--- config.mk ---
export PLATFORM = sky130hd
export DESIGN_NAME = updown_tmr
export DESIGN_NICKNAME = d
export VERILOG_FILES = /design/src/rtl/tmr_pkg.sv /design/src/rtl/tmr_tick_sel.sv /design/src/rtl/tmr_cnt_core.sv /design/src/rtl/tmr_regs.sv /design/src/rtl/updown_tmr.sv
export SDC_FILE = /design/constraint.sdc
export NUM_CORES = 1
export LEC_CHECK = 0
export ABC_AREA = 0
export CORE_MARGIN = 8
export CORE_UTILIZATION = 40
export DETAILED_ROUTE_END_ITERATION = 10
export PLACE_DENSITY = 0.69
export SETUP_SLACK_MARGIN = 0.1
export SLEW_MARGIN = 20
export SYNTH_ARGS = -nofsm -noshare
export SYNTH_HDL_FRONTEND = slang
export SYNTH_SLANG_ARGS = --single-unit
--- constraint.sdc ---
create_clock -name clk -period 2.8 [get_ports clk]
set_clock_uncertainty 0.05 [all_clocks]
set_input_delay 0.56 -clock clk [delete_from_list [all_inputs] [get_ports clk]]
set_output_delay 0.56 -clock clk [all_outputs]
set_load 0.02 [all_outputs]
--- src/rtl/tmr_pkg.sv ---
package tmr_pkg;
    typedef enum logic {
        DIR_UP = 1'b0,
        DIR_DN = 1'b1
    } dir_e;

    localparam int ADDR_W = 2;
    localparam logic [ADDR_W-1:0] A_CNT = 2'd0;
    localparam logic [ADDR_W-1:0] A_CMP = 2'd1;
    localparam logic [ADDR_W-1:0] A_CTL = 2'd2;

    localparam int CTL_FLAG_BIT = 0;
    localparam int CTL_IE_BIT   = 1;
endpackage

--- src/rtl/tmr_tick_sel.sv ---
module tmr_tick_sel #(
    parameter int SYNC_STAGES = 2
) (
    input  logic clk,
    input  logic rst_n,
    input  logic src_sel,
    input  logic presc_tick,
    input  logic ext_tick,
    output logic step
);
    typedef struct packed {
        logic [SYNC_STAGES-1:0] sync;
        logic                   last;
    } tick_t;

    tick_t q, d;
    logic  ext_edge;

    always_comb begin
        d      = q;
        d.sync = {q.sync[SYNC_STAGES-2:0], ext_tick};
        d.last = q.sync[SYNC_STAGES-1];
    end

    assign ext_edge = q.sync[SYNC_STAGES-1] & ~q.last;
    assign step     = src_sel ? ext_edge : presc_tick;

    always_ff @(posedge clk or negedge rst_n) begin
        if (!rst_n) q <= '0;
        else        q <= d;
    end

    // an external edge yields a single-cycle step only
    p_ext_one_step_r10: assert property (@(posedge clk) disable iff (!rst_n)
        (src_sel && ext_edge) |=> !ext_edge);
endmodule

--- src/rtl/tmr_cnt_core.sv ---
module tmr_cnt_core
    import tmr_pkg::*;
#(
    parameter int W = 8
) (
    input  logic         clk,
    input  logic         rst_n,
    input  logic         step,
    input  logic         ld,
    input  logic [W-1:0] ld_val,
    input  logic         clr,
    input  logic         dual,
    input  logic [W-1:0] top_val,
    output logic [W-1:0] cnt,
    output logic         at_top,
    output logic         at_bottom,
    output logic         ovf_evt
);
    localparam logic [W-1:0] ONE = W'(1);

    typedef struct packed {
        logic [W-1:0] cnt;
        dir_e         dir;
    } core_t;

    core_t q, d;

    assign at_top    = (q.cnt == top_val);
    assign at_bottom = (q.cnt == '0);

    always_comb begin
        d       = q;
        ovf_evt = 1'b0;
        if (ld) begin
            d.cnt = ld_val;
        end else if (clr) begin
            d.cnt = '0;
            d.dir = DIR_UP;
        end else if (step) begin
            if (!dual) begin
                if (at_top) begin
                    d.cnt   = '0;
                    ovf_evt = 1'b1;
                end else begin
                    d.cnt = q.cnt + ONE;
                end
            end else if (q.dir == DIR_UP) begin
                if (at_top) begin
                    d.dir = DIR_DN;
                    if (!at_bottom) begin
                        d.cnt   = q.cnt - ONE;
                        ovf_evt = (q.cnt == ONE);
                    end
                end else begin
                    d.cnt = q.cnt + ONE;
                end
            end else begin
                if (at_bottom) begin
                    d.dir = DIR_UP;
                    if (!at_top) d.cnt = q.cnt + ONE;
                end else begin
                    d.cnt   = q.cnt - ONE;
                    ovf_evt = (q.cnt == ONE);
                end
            end
        end
        if (!dual) d.dir = DIR_UP;
    end

    always_ff @(posedge clk or negedge rst_n) begin
        if (!rst_n) q <= '{cnt: '0, dir: DIR_UP};
        else        q <= d;
    end

    assign cnt = q.cnt;

    // idle cycle keeps the count
    p_hold_r6: assert property (@(posedge clk) disable iff (!rst_n)
        (!step && !ld && !clr) |=> (q.cnt == $past(q.cnt)));

    // a count write always lands
    p_load_r7: assert property (@(posedge clk) disable iff (!rst_n)
        ld |=> (q.cnt == $past(ld_val)));

    // clear beats a tick
    p_clear_r7: assert property (@(posedge clk) disable iff (!rst_n)
        (clr && !ld) |=> (q.cnt == '0));

    // single-slope below TOP rises by one
    p_single_up_r2: assert property (@(posedge clk) disable iff (!rst_n)
        (!dual && step && !ld && !clr && !at_top) |=> (q.cnt == $past(q.cnt) + ONE));

    // single-slope at TOP restarts from zero
    p_single_wrap_r3: assert property (@(posedge clk) disable iff (!rst_n)
        (!dual && step && !ld && !clr && at_top) |=> (q.cnt == '0));

    // dual-slope moves by at most one
    p_dual_step_r4: assert property (@(posedge clk) disable iff (!rst_n)
        (dual && step && !ld && !clr) |=>
        ((q.cnt == $past(q.cnt) + ONE) || (q.cnt == $past(q.cnt) - ONE) ||
         (q.cnt == $past(q.cnt))));
endmodule

--- src/rtl/tmr_regs.sv ---
module tmr_regs
    import tmr_pkg::*;
#(
    parameter int W = 8
) (
    input  logic              clk,
    input  logic              rst_n,
    input  logic              wr,
    input  logic [ADDR_W-1:0] addr,
    input  logic [W-1:0]      wdata,
    input  logic [W-1:0]      cnt,
    input  logic              ovf_evt,
    output logic [W-1:0]      cmp,
    output logic              ld,
    output logic [W-1:0]      rdata,
    output logic              irq
);
    typedef struct packed {
        logic [W-1:0] cmp;
        logic         ie;
        logic         flag;
    } regs_t;

    regs_t q, d;
    logic  flag_wclr;

    assign ld        = wr && (addr == A_CNT);
    assign flag_wclr = wr && (addr == A_CTL) && wdata[CTL_FLAG_BIT];

    always_comb begin
        d = q;
        if (wr && addr == A_CMP) d.cmp = wdata;
        if (wr && addr == A_CTL) d.ie  = wdata[CTL_IE_BIT];
        if (flag_wclr)           d.flag = 1'b0;
        if (ovf_evt)             d.flag = 1'b1;
    end

    always_comb begin
        case (addr)
            A_CNT:   rdata = cnt;
            A_CMP:   rdata = q.cmp;
            A_CTL:   rdata = W'({q.ie, q.flag});
            default: rdata = '0;
        endcase
    end

    assign cmp = q.cmp;
    assign irq = q.flag & q.ie;

    always_ff @(posedge clk or negedge rst_n) begin
        if (!rst_n) q <= '0;
        else        q <= d;
    end

    // flag survives unless explicitly cleared
    p_flag_sticky_r8: assert property (@(posedge clk) disable iff (!rst_n)
        (q.flag && !flag_wclr) |=> q.flag);

    // an overflow event always leaves the flag set
    p_flag_set_r8: assert property (@(posedge clk) disable iff (!rst_n)
        ovf_evt |=> q.flag);

    // request stays low while the flag is clear
    p_irq_needs_flag_r9: assert property (@(posedge clk) disable iff (!rst_n)
        (!q.flag && !ovf_evt) |=> !irq);
endmodule

--- src/rtl/updown_tmr.sv ---
module updown_tmr
    import tmr_pkg::*;
#(
    parameter int W           = 8,
    parameter int SYNC_STAGES = 2
) (
    input  logic              clk,
    input  logic              rst_n,
    input  logic              reg_wr,
    input  logic [ADDR_W-1:0] reg_addr,
    input  logic [W-1:0]      reg_wdata,
    output logic [W-1:0]      reg_rdata,
    input  logic [1:0]        mode,
    input  logic              src_sel,
    input  logic              presc_tick,
    input  logic              ext_tick,
    input  logic              tmr_clr,
    output logic [W-1:0]      cnt,
    output logic              at_top,
    output logic              at_bottom,
    output logic              irq
);
    localparam logic [W-1:0] MAX_VAL = '1;

    logic         step;
    logic         ld;
    logic         ovf_evt;
    logic [W-1:0] cmp;
    logic [W-1:0] top_val;

    assign top_val = mode[0] ? cmp : MAX_VAL;

    tmr_tick_sel #(.SYNC_STAGES(SYNC_STAGES)) u_tick (
        .clk        (clk),
        .rst_n      (rst_n),
        .src_sel    (src_sel),
        .presc_tick (presc_tick),
        .ext_tick   (ext_tick),
        .step       (step)
    );

    tmr_cnt_core #(.W(W)) u_core (
        .clk       (clk),
        .rst_n     (rst_n),
        .step      (step),
        .ld        (ld),
        .ld_val    (reg_wdata),
        .clr       (tmr_clr),
        .dual      (mode[1]),
        .top_val   (top_val),
        .cnt       (cnt),
        .at_top    (at_top),
        .at_bottom (at_bottom),
        .ovf_evt   (ovf_evt)
    );

    tmr_regs #(.W(W)) u_regs (
        .clk     (clk),
        .rst_n   (rst_n),
        .wr      (reg_wr),
        .addr    (reg_addr),
        .wdata   (reg_wdata),
        .cnt     (cnt),
        .ovf_evt (ovf_evt),
        .cmp     (cmp),
        .ld      (ld),
        .rdata   (reg_rdata),
        .irq     (irq)
    );
endmodule

=== Word level (Yosys, flattened, before mapping) ===
Index checks and enable logic that the tools add are counted.

* Add/subtract/negate cells: 2
* Eq/ne operators: 7
* Mux-type cells: 27
* Bitwise operators: 3
* Reduce and logical (&&, ||, !) cells: 10

{| class="wikitable"
|+ Operators with widths
! operator !! number
|-
| 2-to-1 mux 8 bit || 8
|-
| 2-to-1 mux 9 bit || 3
|-
| one-hot mux 8 bit (3 select lines) || 1
|-
| 2-to-1 mux 1 bit || 15
|-
| adder 8 x 1 -> 8 bit, second input constant || 1
|-
| == test 8 x 1 -> 1 bit, second input constant || 1
|-
| == test 8 bit || 1
|-
| logical NOT 8 bit || 1
|-
| subtractor 8 x 1 -> 8 bit, second input constant || 1
|-
| != test 5 x 4 -> 1 bit, second input constant || 1
|-
| logical AND 1 bit || 4
|-
| AND reduction 2 bit || 2
|-
| != test 3 x 1 -> 1 bit, second input constant || 1
|-
| nonzero test 3 bit || 1
|-
| bitwise AND 1 bit || 2
|-
| == test 2 x 1 -> 1 bit, second input constant || 1
|-
| == test 2 bit, second input constant || 1
|-
| logical NOT 2 bit || 1
|-
| != test 2 bit, second input constant || 1
|-
| nonzero test 2 bit || 1
|-
| NOT 1 bit || 1
|}

* Flip-flop bits (word level): 22
* Bits of input ports: 19
* Output and inout port bits: 19

=== Longest topological paths before layout ===
* Word-level depth: 10
* Mapped depth: 9
* Gate-level depth less buffers: 8

=== Hierarchy ===
Synthesis repeated with hierarchy kept, for this count alone.

* Cells, all modules: 218
* Area total of the unflattened synthesis: 2049.5 sq um

{| class="wikitable"
|+ By module, submodules not included
! module !! instances !! cells an instance !! area each (sq um)
|-
| tmr_cnt_core || 1 || 152 || 1267.5
|-
| tmr_regs || 1 || 52 || 640.6
|-
| tmr_tick_sel || 1 || 6 || 91.3
|-
| updown_tmr || 1 || 8 || 50.0
|}

=== Least setup slack after synthesis ===
No wires, ideal clock.

* Kind: input -> output
* Start: in mode[0]
* End: out at_top
* Arrival: 1.811 ns
* Required time: 2.190 ns
* Path slack: 0.379 ns
* Cell stages on the path: 7
* Buffers on the path: 2
* Cells stage by stage: buf_2 nor3b_1 o211ai_1 a32oi_1 buf_2 nand2_1 inv_1

* Cells in the longest elaborated chain, start to end: 2

{| class="wikitable"
|+ RTL lines
! item !! RTL line !! text
|-
| from (decl) || updown_tmr.sv:13 || <nowiki>input logic [1:0] mode,</nowiki>
|-
| 2-to-1 mux 8 bit || updown_tmr.sv:31 || <nowiki>assign top_val = mode[0] ? cmp : MAX_VAL;</nowiki>
|-
| == test 8 bit || tmr_cnt_core.sv:28 || <nowiki>assign at_top = (q.cnt == top_val);</nowiki>
|-
| to (decl) || updown_tmr.sv:19 || <nowiki>output logic at_top,</nowiki>
|}

No other way between the ends.

=== Worst setup path in the final report ===
* Start: in reg_addr[0]
* End: out reg_rdata[5]

* Cells in the longest elaborated chain, start to end: 2
* Elaborated cells between the ends (all ways): 4
* Those cells by class: 2 x eq/ne; 1 x mux; 1 x reduce/logical

{| class="wikitable"
|+ RTL lines
! item !! RTL line !! text
|-
| from (decl) || updown_tmr.sv:10 || <nowiki>input logic [ADDR_W-1:0] reg_addr,</nowiki>
|-
| == test 2 bit (tied with other cells) || tmr_regs.sv:39 || <nowiki>case (addr)</nowiki>
|-
| one-hot mux 8 bit (3 select lines) (*) || tmr_regs.sv:39 ||
|-
| to (decl) || updown_tmr.sv:12 || <nowiki>output logic [W-1:0] reg_rdata,</nowiki>
|}

Mark *: on every way between the ends. The rest lies on a longest branch, timed or not.

==> impl_results.html <==
<table>
<tr><th>Metric</th><th>Value</th></tr>
<tr><th colspan="2">Synthesis</th></tr>
<tr><td>Total standard cell area after synthesis</td><td>0.002001 mm2</td></tr>
<tr><td>Synth Instances</td><td>225</td></tr>
<tr><td>Adder-Cell Fraction of Synth Area</td><td>0.02502</td></tr>
<tr><td>Post-synthesis area per instance</td><td>8.892 um2</td></tr>
<tr><td>Compound-Gate Fraction of Synth Area</td><td>0.2195</td></tr>
<tr><td>Count of yosys warnings during synthesis</td><td>0</td></tr>
<tr><td>Number of nets produced by synthesis</td><td>248</td></tr>
<tr><td>Leading post-synthesis cells by instance count</td><td>22 x dfrtp_1, 19 x nor2_1, 10 x mux2_2, 9 x and2_1, 9 x mux2i_1</td></tr>
<tr><td>Portion of the post-synthesis area used by sequential elements</td><td>0.2752</td></tr>
<tr><td>Area contributors post-synth</td><td>dfrtp_1 28%, mux2_2 5.6%, mux2i_1 4.5%</td></tr>
<tr><td>Main flop type after synthesis</td><td>dfrtp_1</td></tr>
<tr><td>Area share of xor/xnor cells in the synthesized design</td><td>0.05691</td></tr>
<tr><td>Count of flip-flops with a built-in enable after synthesis</td><td>0</td></tr>
<tr><td>Share of synthesized cell area in and, or, nand and nor gates</td><td>0.2233</td></tr>
<tr><td>Library cell with the largest summed area after synthesis</td><td>dfrtp_1</td></tr>
<tr><td>Largest family of logic cells by synthesized area</td><td>simple AND/OR/NAND/NOR gates</td></tr>
<tr><td>Library cells used by synthesis</td><td>60</td></tr>
<tr><td>Top-count cell post-synth</td><td>dfrtp_1</td></tr>
<tr><td>Portion of synthesized cell area occupied by the leading cell type</td><td>0.2752</td></tr>
<tr><td>Proportion of synthesized area in mux cells</td><td>0.1088</td></tr>
<tr><td>Number of synthesized register bits</td><td>22</td></tr>
<tr><td>Async set-or-reset flop fraction in the synthesized netlist</td><td>1.000</td></tr>
<tr><th colspan="2">Global routing</th></tr>
<tr><td>Wire length of the first global-routing pass</td><td>9273 um</td></tr>
<tr><td>Global-route usage over all layers</td><td>0.1535</td></tr>
<tr><td>Antenna violations before repair</td><td>0</td></tr>
<tr><td>Total grt overflow</td><td>0</td></tr>
<tr><td>Largest net degree at the start of global routing</td><td>23</td></tr>
<tr><td>Vias in the first global route</td><td>1880</td></tr>
<tr><th colspan="2">Worst setup path</th></tr>
<tr><td>Crit Path Class</td><td>input port to output port</td></tr>
<tr><td>CP Data Arrival Time</td><td>2.04 ns</td></tr>
<tr><td>Worst Setup SP</td><td>reg_addr[0]</td></tr>
<tr><td>Launching element type of the critical path</td><td>input port</td></tr>
<tr><td>Reg-to-reg critical path startpoint</td><td>u_core.cnt[1]</td></tr>
<tr><td>Critical path capture point type</td><td>output port</td></tr>
<tr><td>Required @ worst endpoint</td><td>2.19 ns</td></tr>
<tr><td>Largest fanout on the critical path</td><td>5</td></tr>
<tr><th colspan="2">STA</th></tr>
<tr><td>Post-route worst hold slack</td><td>0.3213 ns</td></tr>
<tr><td>Number of endpoints failing setup at the final stage</td><td>0</td></tr>
<tr><td>Count of pins over their slew limit</td><td>0</td></tr>
<tr><td>Final hold viol count</td><td>0</td></tr>
<tr><td>Share of the clock period used by the worst path</td><td>0.9450</td></tr>
<tr><td>Setup TNS</td><td>0 ns</td></tr>
<tr><td>Final critical path time including I/O delays and setup</td><td>2.646 ns</td></tr>
<tr><td>Worst setup slack after layout</td><td>0.1540 ns</td></tr>
<tr><td>Achievable clock frequency</td><td>377.9 MHz</td></tr>
<tr><td>Unrepaired setup endpoints after global routing</td><td>no</td></tr>
<tr><td>Worst slew margin relative to its limit</td><td>0.5631</td></tr>
<tr><td>Transition time of the tightest slew-check pin</td><td>0.6530 ns</td></tr>
<tr><th colspan="2">Detailed routing</th></tr>
<tr><td>Post-detailed-route wirelength per cell</td><td>16.81 um</td></tr>
<tr><td>Violation count after the first detailed-route iteration</td><td>155</td></tr>
<tr><td>DRC Markers</td><td>0</td></tr>
<tr><td>DR vias</td><td>1888</td></tr>
<tr><td>Routed Antenna Nets</td><td>0</td></tr>
<tr><td>Total Wirelength</td><td>5580 um</td></tr>
<tr><td>Detailed-routing iteration count for the pre-antenna-repair pass</td><td>4</td></tr>
<tr><td>Vias per std cell</td><td>5.687</td></tr>
<tr><th colspan="2">Place</th></tr>
<tr><td>Routability cong.</td><td>0.8828</td></tr>
<tr><td>Placement-stage worst setup slack</td><td>-0.5050 ns</td></tr>
<tr><td>Estimated wirelength of the detail-placed design</td><td>4329 um</td></tr>
<tr><td>Number of input and output port buffers inserted</td><td>37</td></tr>
<tr><th colspan="2">Floorplan</th></tr>
<tr><td>Chip height</td><td>86.72 um</td></tr>
<tr><td>Area of the core</td><td>0.004786 mm2</td></tr>
<tr><td>Starting density of the core</td><td>0.4180</td></tr>
<tr><td>Top Ports</td><td>38</td></tr>
<tr><td>Std-Cell Rows</td><td>25</td></tr>
<tr><td>Width of the die</td><td>86.72 um</td></tr>
<tr><td>Die Area</td><td>0.007520 mm2</td></tr>
<tr><th colspan="2">Clocking</th></tr>
<tr><td>Clock latency of the later-clocked register in the worst-skew pair</td><td>0.27 ns</td></tr>
<tr><td>Post CTS Setup Buffer Count</td><td>0</td></tr>
<tr><td>Clock-pin slew on the worst setup and hold paths</td><td>0.08 ns</td></tr>
<tr><td>Post-CTS resize count</td><td>4</td></tr>
<tr><td>Number of buffers inserted for hold repair after clock tree synthesis</td><td>0</td></tr>
<tr><td>TritonCTS clock tree</td><td>done</td></tr>
<tr><td>TritonCTS buffer count</td><td>3</td></tr>
<tr><td>Level count of the clock H-tree</td><td>1</td></tr>
<tr><td># clock sinks</td><td>22</td></tr>
<tr><td>Root buffer cell</td><td>clkbuf_8</td></tr>
<tr><td>Deepest clock path buffer count</td><td>2</td></tr>
<tr><th colspan="2">Final layout</th></tr>
<tr><td>Number of nets in the layout</td><td>289</td></tr>
<tr><td>Synthesis-to-finish area growth</td><td>27.58%</td></tr>
<tr><td>Fraction of layout instances using a drive strength above 1</td><td>0.2000</td></tr>
<tr><td>Number of inserted diodes</td><td>0</td></tr>
<tr><th colspan="2">Hold path</th></tr>
<tr><td>Hold Path Origin</td><td>u_tick.d[2]</td></tr>
<tr><td>Type of the most critical hold path</td><td>register to register</td></tr>
<tr><th colspan="2">Power and ir drop</th></tr>
<tr><td>Power density relative to cell area</td><td>439.1 mW/mm2</td></tr>
<tr><td>Leak pwr</td><td>1.093 nW</td></tr>
<tr><td>Largest vdd supply drop</td><td>0.2502 mV</td></tr>
<tr><th colspan="2">Flow run</th></tr>
<tr><td>Max-cap violations</td><td>0</td></tr>
<tr><th colspan="2">Outcome</th></tr>
<tr><td>Status</td><td>complete, no violations</td></tr>
</table>
power breakdown:
part	switching, W	total, W	internal [W]
sequential	0.0000510	0.000407	0.000356
clock	0.000112	0.000238	0.000126
combinational	0.000242	0.000476	0.000234
cell families after synthesis:
| logic type | count (synthesis) |
|---|---|
| buf+inv | 34 |
| fa+ha+maj | 4 |
| mux | 20 |
| simple gates | 77 |
| xor+xnor | 13 |
| compound gates | 55 |
| flops | 22 |
per-layer routing:
metal,share of wire,track usage
met1,0.46,0.1986
met2,0.47,0.2438
met3,0.054,0.03592
met4,0.019,0.04851
met5,0,0
cell type report:
| type | count | area, um2 |
|---|---|---|
| fill | 445 | 2233 |
| multi-input combinational | 169 | 1267 |
| timing repair buffer | 61 | 554.3 |
| sequential | 22 | 553.0 |
| tap | 67 | 83.83 |
| clock buffer | 4 | 55.05 |
| inverter | 9 | 38.79 |
flip-flops by register name, summed over array words and instances, names as in the netlist:
signal      flops
u_core.q        1
u_regs.cmp      8
u_core.cnt      8
u_regs.q        2
u_tick.q        1
u_tick.d        2
cell usage in the layout (no fill, tap or decap), types with 2 or more instances in the layout:
cell | netlist | final
ha_1 | 4 | 4
a31oi_1 | 3 | 3
nand3b_1 | 5 | 5
a22oi_1 | 3 | 3
a221oi_1 | 2 | 2
dlymetal6s2s_1 | 0 | 4
a32o_1 | 4 | 4
inv_1 | 8 | 8
a211oi_1 | 3 | 3
nand3_1 | 8 | 8
nor3b_1 | 6 | 6
a21o_1 | 2 | 2
xor2_1 | 5 | 5
nand2_1 | 8 | 8
nor2b_1 | 3 | 3
and2_1 | 9 | 9
o2bb2ai_1 | 2 | 2
o32a_1 | 2 | 2
clkdlybuf4s50_1 | 0 | 30
o31ai_1 | 2 | 2
mux2_2 | 10 | 10
a221o_1 | 5 | 5
a21oi_1 | 4 | 4
nand4_1 | 3 | 3
nor3_1 | 4 | 4
xnor2_1 | 8 | 8
nor2_1 | 19 | 19
dfrtp_2 | 0 | 2
o211ai_1 | 4 | 4
o21ai_0 | 6 | 6
buf_4 | 8 | 24
dfrtp_1 | 22 | 20
a32oi_1 | 3 | 3
mux2i_1 | 9 | 9
clkbuf_8 | 0 | 4
path summary, 6_finish.rpt:
path	endpoint	slack [ns]	cells past startpoint
min in group asynchronous	u_core.cnt[7]	0.59	2
setup reg to reg	u_core.cnt[6]	0.35	9
hold reg to reg	u_tick.d[0]	0.32	0
hold / removal	u_tick.d[0]	0.32	0
setup / recovery	reg_rdata[5]	0.15	5
max in group asynchronous	u_core.cnt[4]	1.86	2
worst max-delay path: stages:
cell and delay (ns):
clkdlybuf4s50_1 0.50, buf_4 0.17, mux2i_1 0.08, nor2_1 0.10, clkdlybuf4s50_1 0.63
per-stage QoR:
step	util	total power (W)	instances	area [um2]
after floorplan	-	0.0007278	225	2001
after global placement	0.5205	0.0008838	328	2491
after detailed placement	0.5205	0.0008888	328	2491
after CTS	0.5315	0.001125	332	2544
after global routing	0.5333	0.001189	332	2552
final	0.5333	0.001121	332	2552
No activity file was read; power rests on OpenSTA's default activity.
